## config.mk

```make
export PLATFORM = sky130hd
export DESIGN_NAME = flowTable
export DESIGN_NICKNAME = d
export VERILOG_FILES = /design/src/rtl/flowPkg.sv /design/src/rtl/flowEntry.sv /design/src/rtl/flowSelect.sv /design/src/rtl/flowDatapath.sv /design/src/rtl/flowCtl.sv /design/src/rtl/flowTable.sv
export SDC_FILE = /design/constraint.sdc
export NUM_CORES = 2
export LEC_CHECK = 0
export BUFFER_PORTS_ARGS = -buffer_cell sky130_fd_sc_hd__buf_2
export CAP_MARGIN = 5
export CORE_MARGIN = 2
export CORE_UTILIZATION = 50
export DETAILED_ROUTE_END_ITERATION = 10
export PLACE_DENSITY = 0.63
export SYNTH_ARGS = -nofsm -noshare
export SYNTH_HDL_FRONTEND = slang
export SYNTH_SLANG_ARGS = --single-unit
```

## constraint.sdc

```tcl
create_clock -name clk -period 35.5 [get_ports clk]
set_input_delay 7.1 -clock clk [delete_from_list [all_inputs] [get_ports clk]]
set_output_delay 7.1 -clock clk [all_outputs]
set_load 0.02 [all_outputs]
```

## src/rtl/flowPkg.sv

```systemverilog
`timescale 1ns/1ps
package flowPkg;
  // control strobes handed from the control block to the datapath
  typedef struct packed {
    logic wr;
    logic del;
  } ctlStrobe_t;
endpackage

```

## src/rtl/flowEntry.sv

```systemverilog
`timescale 1ns/1ps
module flowEntry #(
  parameter int NUM_FIELDS = 10,
  parameter int FIELD_W    = 8,
  parameter int PRIO_W     = 4,
  parameter int PORT_W     = 4,
  parameter int LEN_W      = 12,
  parameter int PKT_W      = 16,
  parameter int BYTE_W     = 24,
  parameter int TO_W       = 8,
  localparam int KEY_W     = NUM_FIELDS * FIELD_W
) (
  input  logic                  clk,
  input  logic                  rstN,
  input  logic                  wrEn,
  input  logic                  delEn,
  input  logic                  hitEn,
  input  logic                  tick,
  input  logic [KEY_W-1:0]      wrKey,
  input  logic [NUM_FIELDS-1:0] wrMask,
  input  logic [PRIO_W-1:0]     wrPrio,
  input  logic                  wrDrop,
  input  logic [PORT_W-1:0]     wrPort,
  input  logic [TO_W-1:0]       wrTimeout,
  input  logic [KEY_W-1:0]      lookupKey,
  input  logic [LEN_W-1:0]      pktLen,
  output logic                  match,
  output logic                  valid,
  output logic [PRIO_W-1:0]     prio,
  output logic                  actDrop,
  output logic [PORT_W-1:0]     actPort,
  output logic [PKT_W-1:0]      pkts,
  output logic [BYTE_W-1:0]     bytes,
  output logic [TO_W-1:0]       remain
);
  localparam int SUM_W = ((BYTE_W > LEN_W) ? BYTE_W : LEN_W) + 1;

  logic [KEY_W-1:0]      key;
  logic [NUM_FIELDS-1:0] mask;
  logic [TO_W-1:0]       toCfg;
  logic [NUM_FIELDS-1:0] fieldOk;

  // per-field compare, a set mask bit accepts any value
  for (genvar f = 0; f < NUM_FIELDS; f++) begin : gField
    assign fieldOk[f] = mask[f] |
      (key[f*FIELD_W +: FIELD_W] == lookupKey[f*FIELD_W +: FIELD_W]);
  end

  assign match = valid & (&fieldOk);

  // saturating counter updates
  logic [PKT_W-1:0]  pktNext;
  logic [SUM_W-1:0]  byteSum;
  logic [BYTE_W-1:0] byteNext;

  always_comb begin
    pktNext  = (pkts == {PKT_W{1'b1}}) ? pkts : pkts + 1'b1;
    byteSum  = SUM_W'(bytes) + SUM_W'(pktLen);
    byteNext = (byteSum > SUM_W'({BYTE_W{1'b1}})) ? {BYTE_W{1'b1}}
                                                   : byteSum[BYTE_W-1:0];
  end

  always_ff @(posedge clk) begin
    if (!rstN) begin
      valid   <= 1'b0;
      key     <= '0;
      mask    <= '0;
      prio    <= '0;
      actDrop <= 1'b0;
      actPort <= '0;
      toCfg   <= '0;
      remain  <= '0;
      pkts    <= '0;
      bytes   <= '0;
    end else if (wrEn) begin
      valid   <= 1'b1;
      key     <= wrKey;
      mask    <= wrMask;
      prio    <= wrPrio;
      actDrop <= wrDrop;
      actPort <= wrPort;
      toCfg   <= wrTimeout;
      remain  <= wrTimeout;
      pkts    <= '0;
      bytes   <= '0;
    end else if (delEn) begin
      valid  <= 1'b0;
      remain <= '0;
    end else if (hitEn) begin
      pkts   <= pktNext;
      bytes  <= byteNext;
      remain <= toCfg;
    end else if (tick && valid && (toCfg != '0)) begin
      if (remain <= TO_W'(1)) begin
        valid  <= 1'b0;
        remain <= '0;
      end else begin
        remain <= remain - 1'b1;
      end
    end
  end
endmodule

```

## src/rtl/flowSelect.sv

```systemverilog
`timescale 1ns/1ps
module flowSelect #(
  parameter int ENTRIES = 8,
  parameter int PRIO_W  = 4,
  localparam int IDX_W  = (ENTRIES > 1) ? $clog2(ENTRIES) : 1
) (
  input  logic [ENTRIES-1:0] match,
  input  logic [PRIO_W-1:0]  prio [ENTRIES],
  output logic               anyHit,
  output logic [IDX_W-1:0]   winIdx
);
  logic [PRIO_W-1:0] bestPrio;

  // strict greater-than keeps the lower index on equal priority
  always_comb begin
    anyHit   = 1'b0;
    winIdx   = '0;
    bestPrio = '0;
    for (int i = 0; i < ENTRIES; i++) begin
      if (match[i] && (!anyHit || (prio[i] > bestPrio))) begin
        anyHit   = 1'b1;
        winIdx   = IDX_W'(i);
        bestPrio = prio[i];
      end
    end
  end
endmodule

```

## src/rtl/flowDatapath.sv

```systemverilog
`timescale 1ns/1ps
module flowDatapath
  import flowPkg::*;
#(
  parameter int ENTRIES    = 8,
  parameter int NUM_FIELDS = 10,
  parameter int FIELD_W    = 8,
  parameter int PRIO_W     = 4,
  parameter int PORT_W     = 4,
  parameter int LEN_W      = 12,
  parameter int PKT_W      = 16,
  parameter int BYTE_W     = 24,
  parameter int TO_W       = 8,
  parameter int CTRL_PORT  = 15,
  localparam int KEY_W     = NUM_FIELDS * FIELD_W,
  localparam int IDX_W     = (ENTRIES > 1) ? $clog2(ENTRIES) : 1
) (
  input  logic                  clk,
  input  logic                  rstN,
  input  ctlStrobe_t            strobe,
  input  logic [ENTRIES-1:0]    entSel,
  input  logic                  lookupValid,
  input  logic [KEY_W-1:0]      lookupKey,
  input  logic [LEN_W-1:0]      lookupLen,
  input  logic                  tick,
  input  logic [KEY_W-1:0]      ctlKey,
  input  logic [NUM_FIELDS-1:0] ctlMask,
  input  logic [PRIO_W-1:0]     ctlPrio,
  input  logic                  ctlDrop,
  input  logic [PORT_W-1:0]     ctlPort,
  input  logic [TO_W-1:0]       ctlTimeout,
  output logic                  resultValid,
  output logic                  resultHit,
  output logic                  resultExcept,
  output logic                  resultDrop,
  output logic [PORT_W-1:0]     resultPort,
  output logic [IDX_W-1:0]      resultEntry,
  output logic [ENTRIES-1:0]    entValid,
  output logic [PRIO_W-1:0]     entPrio   [ENTRIES],
  output logic [PKT_W-1:0]      entPkts   [ENTRIES],
  output logic [BYTE_W-1:0]     entBytes  [ENTRIES],
  output logic [TO_W-1:0]       entRemain [ENTRIES]
);
  logic [ENTRIES-1:0] entMatch;
  logic               entDrop [ENTRIES];
  logic [PORT_W-1:0]  entPort [ENTRIES];
  logic               anyHit;
  logic [IDX_W-1:0]   winIdx;

  for (genvar i = 0; i < ENTRIES; i++) begin : gEntry
    logic hitEn;
    assign hitEn = lookupValid & anyHit & (winIdx == IDX_W'(i));

    flowEntry #(
      .NUM_FIELDS(NUM_FIELDS), .FIELD_W(FIELD_W), .PRIO_W(PRIO_W),
      .PORT_W(PORT_W), .LEN_W(LEN_W), .PKT_W(PKT_W),
      .BYTE_W(BYTE_W), .TO_W(TO_W)
    ) uEntry (
      .clk       (clk),
      .rstN      (rstN),
      .wrEn      (strobe.wr & entSel[i]),
      .delEn     (strobe.del & entSel[i]),
      .hitEn     (hitEn),
      .tick      (tick),
      .wrKey     (ctlKey),
      .wrMask    (ctlMask),
      .wrPrio    (ctlPrio),
      .wrDrop    (ctlDrop),
      .wrPort    (ctlPort),
      .wrTimeout (ctlTimeout),
      .lookupKey (lookupKey),
      .pktLen    (lookupLen),
      .match     (entMatch[i]),
      .valid     (entValid[i]),
      .prio      (entPrio[i]),
      .actDrop   (entDrop[i]),
      .actPort   (entPort[i]),
      .pkts      (entPkts[i]),
      .bytes     (entBytes[i]),
      .remain    (entRemain[i])
    );
  end

  flowSelect #(.ENTRIES(ENTRIES), .PRIO_W(PRIO_W)) uSelect (
    .match  (entMatch),
    .prio   (entPrio),
    .anyHit (anyHit),
    .winIdx (winIdx)
  );

  always_ff @(posedge clk) begin
    if (!rstN) begin
      resultValid  <= 1'b0;
      resultHit    <= 1'b0;
      resultExcept <= 1'b0;
      resultDrop   <= 1'b0;
      resultPort   <= '0;
      resultEntry  <= '0;
    end else begin
      resultValid <= lookupValid;
      if (lookupValid) begin
        resultHit    <= anyHit;
        resultExcept <= ~anyHit;
        resultDrop   <= anyHit & entDrop[winIdx];
        resultEntry  <= anyHit ? winIdx : '0;
        if (!anyHit)               resultPort <= PORT_W'(CTRL_PORT);
        else if (entDrop[winIdx])  resultPort <= '0;
        else                       resultPort <= entPort[winIdx];
      end
    end
  end
endmodule

```

## src/rtl/flowCtl.sv

```systemverilog
`timescale 1ns/1ps
module flowCtl
  import flowPkg::*;
#(
  parameter int ENTRIES = 8,
  parameter int PRIO_W  = 4,
  parameter int PKT_W   = 16,
  parameter int BYTE_W  = 24,
  parameter int TO_W    = 8,
  localparam int IDX_W  = (ENTRIES > 1) ? $clog2(ENTRIES) : 1
) (
  input  logic               clk,
  input  logic               rstN,
  input  logic               ctlWrite,
  input  logic               ctlDelete,
  input  logic               ctlRead,
  input  logic [IDX_W-1:0]   ctlIndex,
  input  logic [ENTRIES-1:0] entValid,
  input  logic [PRIO_W-1:0]  entPrio   [ENTRIES],
  input  logic [PKT_W-1:0]   entPkts   [ENTRIES],
  input  logic [BYTE_W-1:0]  entBytes  [ENTRIES],
  input  logic [TO_W-1:0]    entRemain [ENTRIES],
  output ctlStrobe_t         strobe,
  output logic [ENTRIES-1:0] entSel,
  output logic               rdValid,
  output logic               rdEntryValid,
  output logic [PRIO_W-1:0]  rdPrio,
  output logic [PKT_W-1:0]   rdPkts,
  output logic [BYTE_W-1:0]  rdBytes,
  output logic [TO_W-1:0]    rdRemain
);
  // write takes precedence over delete
  always_comb begin
    strobe.wr  = ctlWrite;
    strobe.del = ctlDelete & ~ctlWrite;
  end

  for (genvar i = 0; i < ENTRIES; i++) begin : gSel
    assign entSel[i] = (ctlIndex == IDX_W'(i));
  end

  always_ff @(posedge clk) begin
    if (!rstN) begin
      rdValid      <= 1'b0;
      rdEntryValid <= 1'b0;
      rdPrio       <= '0;
      rdPkts       <= '0;
      rdBytes      <= '0;
      rdRemain     <= '0;
    end else begin
      rdValid <= ctlRead;
      if (ctlRead) begin
        rdEntryValid <= entValid[ctlIndex];
        rdPrio       <= entPrio[ctlIndex];
        rdPkts       <= entPkts[ctlIndex];
        rdBytes      <= entBytes[ctlIndex];
        rdRemain     <= entRemain[ctlIndex];
      end
    end
  end
endmodule

```

## src/rtl/flowTable.sv

```systemverilog
`timescale 1ns/1ps
module flowTable
  import flowPkg::*;
#(
  parameter int ENTRIES    = 8,
  parameter int NUM_FIELDS = 10,
  parameter int FIELD_W    = 8,
  parameter int PRIO_W     = 4,
  parameter int PORT_W     = 4,
  parameter int LEN_W      = 12,
  parameter int PKT_W      = 16,
  parameter int BYTE_W     = 24,
  parameter int TO_W       = 8,
  parameter int CTRL_PORT  = 15,
  localparam int KEY_W     = NUM_FIELDS * FIELD_W,
  localparam int IDX_W     = (ENTRIES > 1) ? $clog2(ENTRIES) : 1
) (
  input  logic                  clk,
  input  logic                  rstN,
  input  logic                  lookupValid,
  input  logic [KEY_W-1:0]      lookupKey,
  input  logic [LEN_W-1:0]      lookupLen,
  input  logic                  tick,
  output logic                  resultValid,
  output logic                  resultHit,
  output logic                  resultExcept,
  output logic                  resultDrop,
  output logic [PORT_W-1:0]     resultPort,
  output logic [IDX_W-1:0]      resultEntry,
  input  logic                  ctlWrite,
  input  logic                  ctlDelete,
  input  logic                  ctlRead,
  input  logic [IDX_W-1:0]      ctlIndex,
  input  logic [KEY_W-1:0]      ctlKey,
  input  logic [NUM_FIELDS-1:0] ctlMask,
  input  logic [PRIO_W-1:0]     ctlPrio,
  input  logic                  ctlDrop,
  input  logic [PORT_W-1:0]     ctlPort,
  input  logic [TO_W-1:0]       ctlTimeout,
  output logic                  rdValid,
  output logic                  rdEntryValid,
  output logic [PRIO_W-1:0]     rdPrio,
  output logic [PKT_W-1:0]      rdPkts,
  output logic [BYTE_W-1:0]     rdBytes,
  output logic [TO_W-1:0]       rdRemain
);
  ctlStrobe_t         strobe;
  logic [ENTRIES-1:0] entSel;
  logic [ENTRIES-1:0] entValid;
  logic [PRIO_W-1:0]  entPrio   [ENTRIES];
  logic [PKT_W-1:0]   entPkts   [ENTRIES];
  logic [BYTE_W-1:0]  entBytes  [ENTRIES];
  logic [TO_W-1:0]    entRemain [ENTRIES];

  flowCtl #(
    .ENTRIES(ENTRIES), .PRIO_W(PRIO_W), .PKT_W(PKT_W),
    .BYTE_W(BYTE_W), .TO_W(TO_W)
  ) uCtl (
    .clk          (clk),
    .rstN         (rstN),
    .ctlWrite     (ctlWrite),
    .ctlDelete    (ctlDelete),
    .ctlRead      (ctlRead),
    .ctlIndex     (ctlIndex),
    .entValid     (entValid),
    .entPrio      (entPrio),
    .entPkts      (entPkts),
    .entBytes     (entBytes),
    .entRemain    (entRemain),
    .strobe       (strobe),
    .entSel       (entSel),
    .rdValid      (rdValid),
    .rdEntryValid (rdEntryValid),
    .rdPrio       (rdPrio),
    .rdPkts       (rdPkts),
    .rdBytes      (rdBytes),
    .rdRemain     (rdRemain)
  );

  flowDatapath #(
    .ENTRIES(ENTRIES), .NUM_FIELDS(NUM_FIELDS), .FIELD_W(FIELD_W),
    .PRIO_W(PRIO_W), .PORT_W(PORT_W), .LEN_W(LEN_W), .PKT_W(PKT_W),
    .BYTE_W(BYTE_W), .TO_W(TO_W), .CTRL_PORT(CTRL_PORT)
  ) uDp (
    .clk          (clk),
    .rstN         (rstN),
    .strobe       (strobe),
    .entSel       (entSel),
    .lookupValid  (lookupValid),
    .lookupKey    (lookupKey),
    .lookupLen    (lookupLen),
    .tick         (tick),
    .ctlKey       (ctlKey),
    .ctlMask      (ctlMask),
    .ctlPrio      (ctlPrio),
    .ctlDrop      (ctlDrop),
    .ctlPort      (ctlPort),
    .ctlTimeout   (ctlTimeout),
    .resultValid  (resultValid),
    .resultHit    (resultHit),
    .resultExcept (resultExcept),
    .resultDrop   (resultDrop),
    .resultPort   (resultPort),
    .resultEntry  (resultEntry),
    .entValid     (entValid),
    .entPrio      (entPrio),
    .entPkts      (entPkts),
    .entBytes     (entBytes),
    .entRemain    (entRemain)
  );
endmodule

```

### Word-level counts from Yosys, hierarchy flattened

Index checks and enable logic that the tools add are counted.

* register bits after elaboration: 1313
* input bits: 209
* output and inout port bits: 65
* logic and storage cells: 632

* $add $sub $neg: 24
* $lt $le $gt $ge: 26
* equality and inequality tests: 110
* multiplexer cells: 133
* bitwise logic cells: 136
* reductions and logical operators: 111

Operator list (count)
* == test 8 bit: 80
* two-way mux 8 bit: 42
* two-way mux 24 bit: 10
* adder 24 x 12 -> 25 bit: 8
* greater-than comparator 25 x 24 -> 1 bit (second input constant): 8
* adder 16 x 1 -> 16 bit (second input constant): 8
* == test 16 bit (second input constant): 8
* bitwise OR 1 bit: 80
* AND reduction 10 bit: 8
* binary-select mux 24 bit (select 3 bit): 1
* <= comparator 8 x 1 -> 1 bit (second input constant): 8
* nonzero test 8 bit: 8
* subtractor 8 x 1 -> 8 bit (second input constant): 8
* two-way mux 1 bit: 52
* two-way mux 4 bit: 13
* binary-select mux 16 bit (select 3 bit): 1
* AND reduction 3 bit: 16
* nonzero test 3 bit: 16
* bitwise AND 1 bit: 35
* two-way mux 16 bit: 2
* nonzero test 4 bit: 8
* greater-than comparator 4 bit: 7
* binary-select mux 4 bit (select 3 bit): 2
* binary-select mux 8 bit (select 3 bit): 1
* other kinds (16): 110

### Longest topological paths before layout

* word-level depth: 39
* depth in mapped cells: 79
* depth with buffers taken out: 74

### Cells and area by module

A second synthesis with hierarchy kept.

* cell total of the unflattened synthesis: 7470
* area, all modules: 70767.9 um^2

By module, submodules not included
* flowEntry at uDp.gEntry[0].uEntry ...: times used 6, cells each 822, area each 7863.8 um^2, sequential area each 3123.0 um^2
* flowEntry at uDp.gEntry[7].uEntry: times used 1, cells each 840, area each 8022.7 um^2, sequential area each 3123.0 um^2
* flowEntry at uDp.gEntry[6].uEntry: times used 1, cells each 816, area each 7772.5 um^2, sequential area each 3123.0 um^2
* flowCtl: times used 1, cells each 613, area each 5466.5 um^2, sequential area each 1081.0 um^2
* flowSelect: times used 1, cells each 178, area each 1383.8 um^2, sequential area each 0.0 um^2
* flowDatapath: times used 1, cells each 91, area each 939.7 um^2, sequential area each 220.2 um^2

### Worst setup path after synthesis

OpenSTA, ideal clock, no wires.

* path type: input to register
* start point: input port lookupKey[72]
* end point: register uDp.gEntry[2].uEntry.remain[5]
* setup time: 0.116 ns
* arrival time: 19.781 ns
* data required time: 35.384 ns
* path slack: 15.603 ns
* cell stages on the path: 77
* path buffers: 5
* cell sequence: buf_4 > xor2_1 > nor4_1 > a21oi_1 > nor4b_2 > and4_1 > clkbuf_1 > nand2_1 > ha_1 > nor2b_1 > o21a_1 > o21a_1 > o21ai_0 > a21oi_1 > a22oi_1 > ha_1 > nor2b_1 > o21a_1 > [41 not listed] > clkbuf_1 > nor2_1 > a21o_1 > ha_1 > nor2b_1 > o21ai_0 > nand2b_1 > a21oi_1 > a41o_1 > o22ai_1 > a31oi_2 > nand3_2 > nor2_2 > or3_1 > clkbuf_1 > buf_4 > o211ai_1 > o211a_1

* word-level cells in the longest chain between the ends: 38
* elaborated cells on any way between the ends: 89
* classes of those cells: order compare: 7; eq/ne: 9; mux: 25; bitwise: 18; reduce/logical: 30

Ends and longest elaborated chain
* start: declaration: line flowTable.sv:21 `input logic [KEY_W-1:0] lookupKey,`
* == test 8 bit: line flowEntry.sv:46 `(key[f*FIELD_W +: FIELD_W] == lookupKey[f*FIELD_W +: FIELD_W]);`
* bitwise OR 1 bit: line flowEntry.sv:45 `assign fieldOk[f] = mask[f] |`
* AND reduction 10 bit: line flowEntry.sv:49 `assign match = valid & (&fieldOk);`
* bitwise AND 1 bit: line flowEntry.sv:49
* two-way mux 4 bit or two-way mux 1 bit (tied branches): line flowSelect.sv:20 `if (match[i] && (!anyHit || (prio[i] > bestPrio))) begin`
* greater-than comparator 4 bit or logical NOT 1 bit (tied branches): line flowSelect.sv:20
* logical OR 1 bit: line flowSelect.sv:20
* logical AND 1 bit: line flowSelect.sv:20
* [22 not listed]
* logical OR 1 bit: line flowSelect.sv:20
* logical AND 1 bit: line flowSelect.sv:20
* two-way mux 3 bit or two-way mux 1 bit (tied branches): line flowSelect.sv:20
* == test 3 x 2 -> 1 bit or bitwise AND 1 bit (tied branches): line flowDatapath.sv:52 `assign hitEn = lookupValid & anyHit & (winIdx == IDX_W'(i));`
* bitwise AND 1 bit (*): line flowDatapath.sv:52
* two-way mux 8 bit: line flowEntry.sv:89 `end else if (hitEn) begin`
* two-way mux 8 bit: line flowEntry.sv:86 `end else if (delEn) begin`
* two-way mux 8 bit: line flowEntry.sv:75 `end else if (wrEn) begin`
* end signal: assignment: line flowEntry.sv:83 `remain <= wrTimeout;`
* end signal: assignment: line flowEntry.sv:92 `remain <= toCfg;`
* end signal: assignment: line flowEntry.sv:98 `remain <= remain - 1'b1;`
* end: declaration: line flowEntry.sv:34 `output logic [TO_W-1:0] remain`

Every way passes the cells marked *; elsewhere a longest branch is shown, timed or not.
A chain may end at the register's enable or synchronous reset.

### Worst setup path after layout

* start point: input port lookupKey[13]
* end point: register uDp.gEntry[2].uEntry.bytes[20]

* word-level cells in the longest chain between the ends: 36
* elaborated cells on any way between the ends: 86
* classes of those cells: order compare: 7; eq/ne: 9; mux: 22; bitwise: 18; reduce/logical: 30

Ends and longest elaborated chain
* == test 8 bit: line flowEntry.sv:46
* bitwise OR 1 bit: line flowEntry.sv:45
* AND reduction 10 bit: line flowEntry.sv:49
* bitwise AND 1 bit: line flowEntry.sv:49
* two-way mux 4 bit or two-way mux 1 bit (tied branches): line flowSelect.sv:20
* greater-than comparator 4 bit or logical NOT 1 bit (tied branches): line flowSelect.sv:20
* logical OR 1 bit: line flowSelect.sv:20
* logical AND 1 bit: line flowSelect.sv:20
* [20 not listed]
* two-way mux 4 bit or two-way mux 1 bit (tied branches): line flowSelect.sv:20
* greater-than comparator 4 bit or logical NOT 1 bit (tied branches): line flowSelect.sv:20
* logical OR 1 bit: line flowSelect.sv:20
* logical AND 1 bit: line flowSelect.sv:20
* two-way mux 3 bit or two-way mux 1 bit (tied branches): line flowSelect.sv:20
* == test 3 x 2 -> 1 bit or bitwise AND 1 bit (tied branches): line flowDatapath.sv:52
* bitwise AND 1 bit (*): line flowDatapath.sv:52
* AND reduction 2 bit (no source line) (*)
* end signal: assignment: line flowEntry.sv:91 `bytes <= byteNext;`
* end: declaration: line flowEntry.sv:33 `output logic [BYTE_W-1:0] bytes,`

Marks and branches as above.

==> impl_metrics.json <==
{
  "status": "finished clean",
  "dpl.cell_count": 9800,
  "p_leak_nw": 28.30,
  "timing.fmax_mhz": 44.42,
  "area_growth_pct": 9.433,
  "place_ws_ns": 12.54,
  "ir_worst_vdd_mv": 0.03906,
  "final.period_utilization_pct": 63.41,
  "drtIter0Drc": 5434,
  "critPathRequiredTime_ns": 36.11,
  "synth_xor_area_share_pct": 11.21,
  "clock_power_share_pct": 46.1,
  "ctsHoldBuffers": 0,
  "min_from": "uDp.gEntry[1].uEntry.mask[1]",
  "clk_pin_slew_ns": 0.06,
  "slew_headroom_pct": 11.51,
  "synthAdderAreaFrac_pct": 2.988,
  "cts-root-buf": "clkbuf_16",
  "via_count": 59550,
  "wl_um": 226400,
  "gr-total-overflow": 0,
  "slowest_delay_ns": 0.94,
  "pin_count": 274,
  "skew_ns": 0.03469,
  "synth_top_family_by_area": "simple AND/OR/NAND/NOR gates",
  "syn_inst": 8322,
  "power.density_nw_per_um2": 46.21,
  "path_max_fanout": 17,
  "antenna_found_initial": 30,
  "avgSynthCellArea_um2": 8.092,
  "worst-r2r-setup-slack_ns": 19.16,
  "critical_path_arrival_ns": 23.13,
  "final_nets": 8546,
  "drc": 0,
  "slew_violations": 0,
  "worstMarginPinSlew_ns": 1.324,
  "r2r_start": "uDp.gEntry[0].uEntry.key[13]",
  "wl_per_cell_um": 22.48,
  "slowest_stage": "nor3_2",
  "setup_violations": 0,
  "multi_input_area_um2": 37810,
  "worstSetupPathType": "in2reg",
  "die_h_um": 371.0,
  "cts_resized": 0,
  "seq_power_share_pct": 44.9,
  "power.switching_mw": 0.8829,
  "fin_crit_ns": 22.51,
  "dr.pass1.iters": 6,
  "fp.coreArea_um2": 133600,
  "die_w_um": 371.0,
  "synth_ff_type": "dfxtp_1",
  "synth.net_count": 8687,
  "p_int_mw": 2.522,
  "synth_edf_count": 0,
  "rows": 134,
  "start_util_pct": 50.40,
  "worstHoldEndpoint": "uDp.gEntry[1].uEntry.mask[1]",
  "yosysSeqAreaShare_pct": 39.03,
  "cts_buffer_depth": 3,
  "r2r_cells": 72,
  "synthMuxAreaShare_pct": 5.256,
  "fin_cells": 10070,
  "p_sw_share_pct": 25.93,
  "critPathMostFrequentCell": "a21oi_1",
  "start_kind": "input port",
  "insertion_delay_ns": 0.79,
  "cts_tree": "built",
  "maxCapViolations": 0,
  "pwr-share-comb_pct": 9.0,
  "drive_gt1_share_pct": 9.476,
  "synth_area_um2": 67340,
  "htree_levels": 4,
  "grt_max_degree": 179,
  "synth-simple-area-share_pct": 21.36,
  "dp_hpwl_um": 153100,
  "synthArstFlopShare_pct": 0,
  "yosys_warnings": 0,
  "yosysTopAreaCellShare_pct": 39.03,
  "hp-class": "reg2reg",
  "drtAntennaViolNets": 0,
  "dieArea_um2": 137600,
  "synth_common_cells": "nand2_1 (1918), dfxtp_1 (1313), a21oi_1 (1124)",
  "rsz0062_at_grt": "false",
  "synth_compound_area_share_pct": 15.01,
  "min_path_cells": 2,
  "setup_ws_ns": 12.99,
  "tns_ns": 0,
  "end_kind": "flop",
  "yosysUniqueCellTypes": 93,
  "ys_ff_latch": 1313,
  "reg2reg_to": "uDp.gEntry[2].uEntry.bytes[20]",
  "seqCellArea_um2": 26290,
  "grt.total_usage_pct": 31.86,
  "synth_area_leaders": "dfxtp_1 (39%), nand2_1 (11%), xor2_1 (9.3%), a21oi_1 (8.4%), mux4_2 (3.5%)",
  "grt_pass1_vias": 55340,
  "cts_made_buffers": 147,
  "synth_most_common_cell": "nand2_1",
  "cts_setup_buffers": 0,
  "grt_pass1_wl_um": 339900,
  "portBuffers": 273,
  "yosysTopAreaCell": "dfxtp_1",
  "finalHoldViolCount": 0,
  "post-route-util_pct": 55.15,
  "viasPerCell": 5.913,
  "fillers": 12390,
  "routabilityCongestion": 0.9302,
  "cts.sinks": 1313
}
==> power groups by stage <==
stage          Sequential, mW  Combinational, mW  Clock (mW)
3_5_place_dp             1.56              0.300           0
2_1_floorplan            1.56              0.218           0
3_3_place_gp             1.56              0.296           0
5_1_grt                  1.53              0.332        1.64
6_report                 1.53              0.305        1.57
4_1_cts                  1.53              0.302        1.59
==> worst max-delay path by stage <==
stage / startpoint / end / slack, ns / cells past startpoint
2_1_floorplan: lookupKey[72] / uDp.gEntry[2].uEntry.remain[5] / 15.60 / 77
3_3_place_gp: lookupKey[13] / uDp.gEntry[2].uEntry.bytes[20] / 12.85 / 73
3_5_place_dp: lookupKey[13] / uDp.gEntry[2].uEntry.bytes[20] / 12.54 / 73
4_1_cts: lookupKey[13] / uDp.gEntry[2].uEntry.bytes[22] / 13.26 / 73
5_1_grt: lookupKey[25] / uDp.gEntry[2].uEntry.bytes[18] / 11.75 / 73
6_report: lookupKey[13] / uDp.gEntry[2].uEntry.bytes[20] / 12.99 / 73
==> routing by layer <==
metal	global-route usage (%)	part of all wire, %	vias up
met3	5.109	7.2	518
met4	13.94	4.4	30
met2	51.16	46	2301
met5	0	0.087	-
met1	42.25	42	28500
li1	-	-	28210
==> kinds of logic (layout without fill, tap and decap cells) <==
group	Yosys count	in the layout
AO/OA/AOI/OAI	1753	1753
adder cells (fa/ha/maj)	156	156
buffers and inverters	764	737
other	0	8
multiplexers	219	219
flip-flops	1313	1313
XOR/XNOR	862	862
AND/OR/NAND/NOR	3255	3255
==> critical path: cells and delay by family <==
family                     cells  cell delay [ns]
AOI/OAI and AO/OA             33             6.94
and+or+nand+nor               28             6.03
adders and majority gates      7             2.00
muxes                          2             0.59
buffers and inverters          2             0.25
xor gates and xnor gates       1             0.16
==> layout by cell type, fill, tap and decap left out, drive strengths merged, types with 9 or more instances in the layout <==
cell type and n:
nor3b 15, nand2b 23, o21ai 165, o21bai 46
buf 346, nand4 53, dfxtp 1313, or3 25
or2 11, and2 21, a211oi 104, nor2b 21
xor2 717, xnor2 145, a31oi 83, inv 132
o211ai 32, a21o 29, clkbuf 214, and4 12
a311oi 16, nor4 228, and3 69, nand2 1918
bufinv 9, or4 17, mux2i 96, nor2 450
nor4b 25, nor3 228, clkinv 32, nand3 117
mux4 106, o211a 30, mux2 17, a21oi 1125
o21a 35, ha 148
==> sequential cells by signal (all words and copies together), names as in the netlist, 32 cells and up <==
signal	count
uDp.gEntry.uEntry.remain	64
uDp.gEntry.uEntry.prio	32
uDp.gEntry.uEntry.mask	80
uDp.gEntry.uEntry.actPort	32
uDp.gEntry.uEntry.bytes	192
uDp.gEntry.uEntry.pkts	128
uDp.gEntry.uEntry.key	640
uDp.gEntry.uEntry.toCfg	64
==> cell type report <==
| type | instances | area share [%] |
|---|---|---|
| Tap cell | 1768 | 3.002 |
| Antenna cell | 8 | 0.02717 |
| Clock inverter | 50 | 0.8048 |
| Sequential cell | 1313 | 35.67 |
| Clock buffer | 213 | 5.892 |
| Inverter | 127 | 0.6571 |
| Multi-Input combinational cell | 6245 | 51.30 |
| Timing Repair Buffer | 347 | 2.647 |
==> metrics by stage <==
step	total power [mW]	instance area (um^2)	hold slack (ns)
floorplan	1.773	67340	0.4311
CTS	3.415	73670	0.4538
global route	3.506	73680	0.4696
finish	3.405	73690	0.4538
global placement	1.856	68730	0.4410
detailed placement	1.861	68730	0.4458
(Power assumes the default switching activity.)
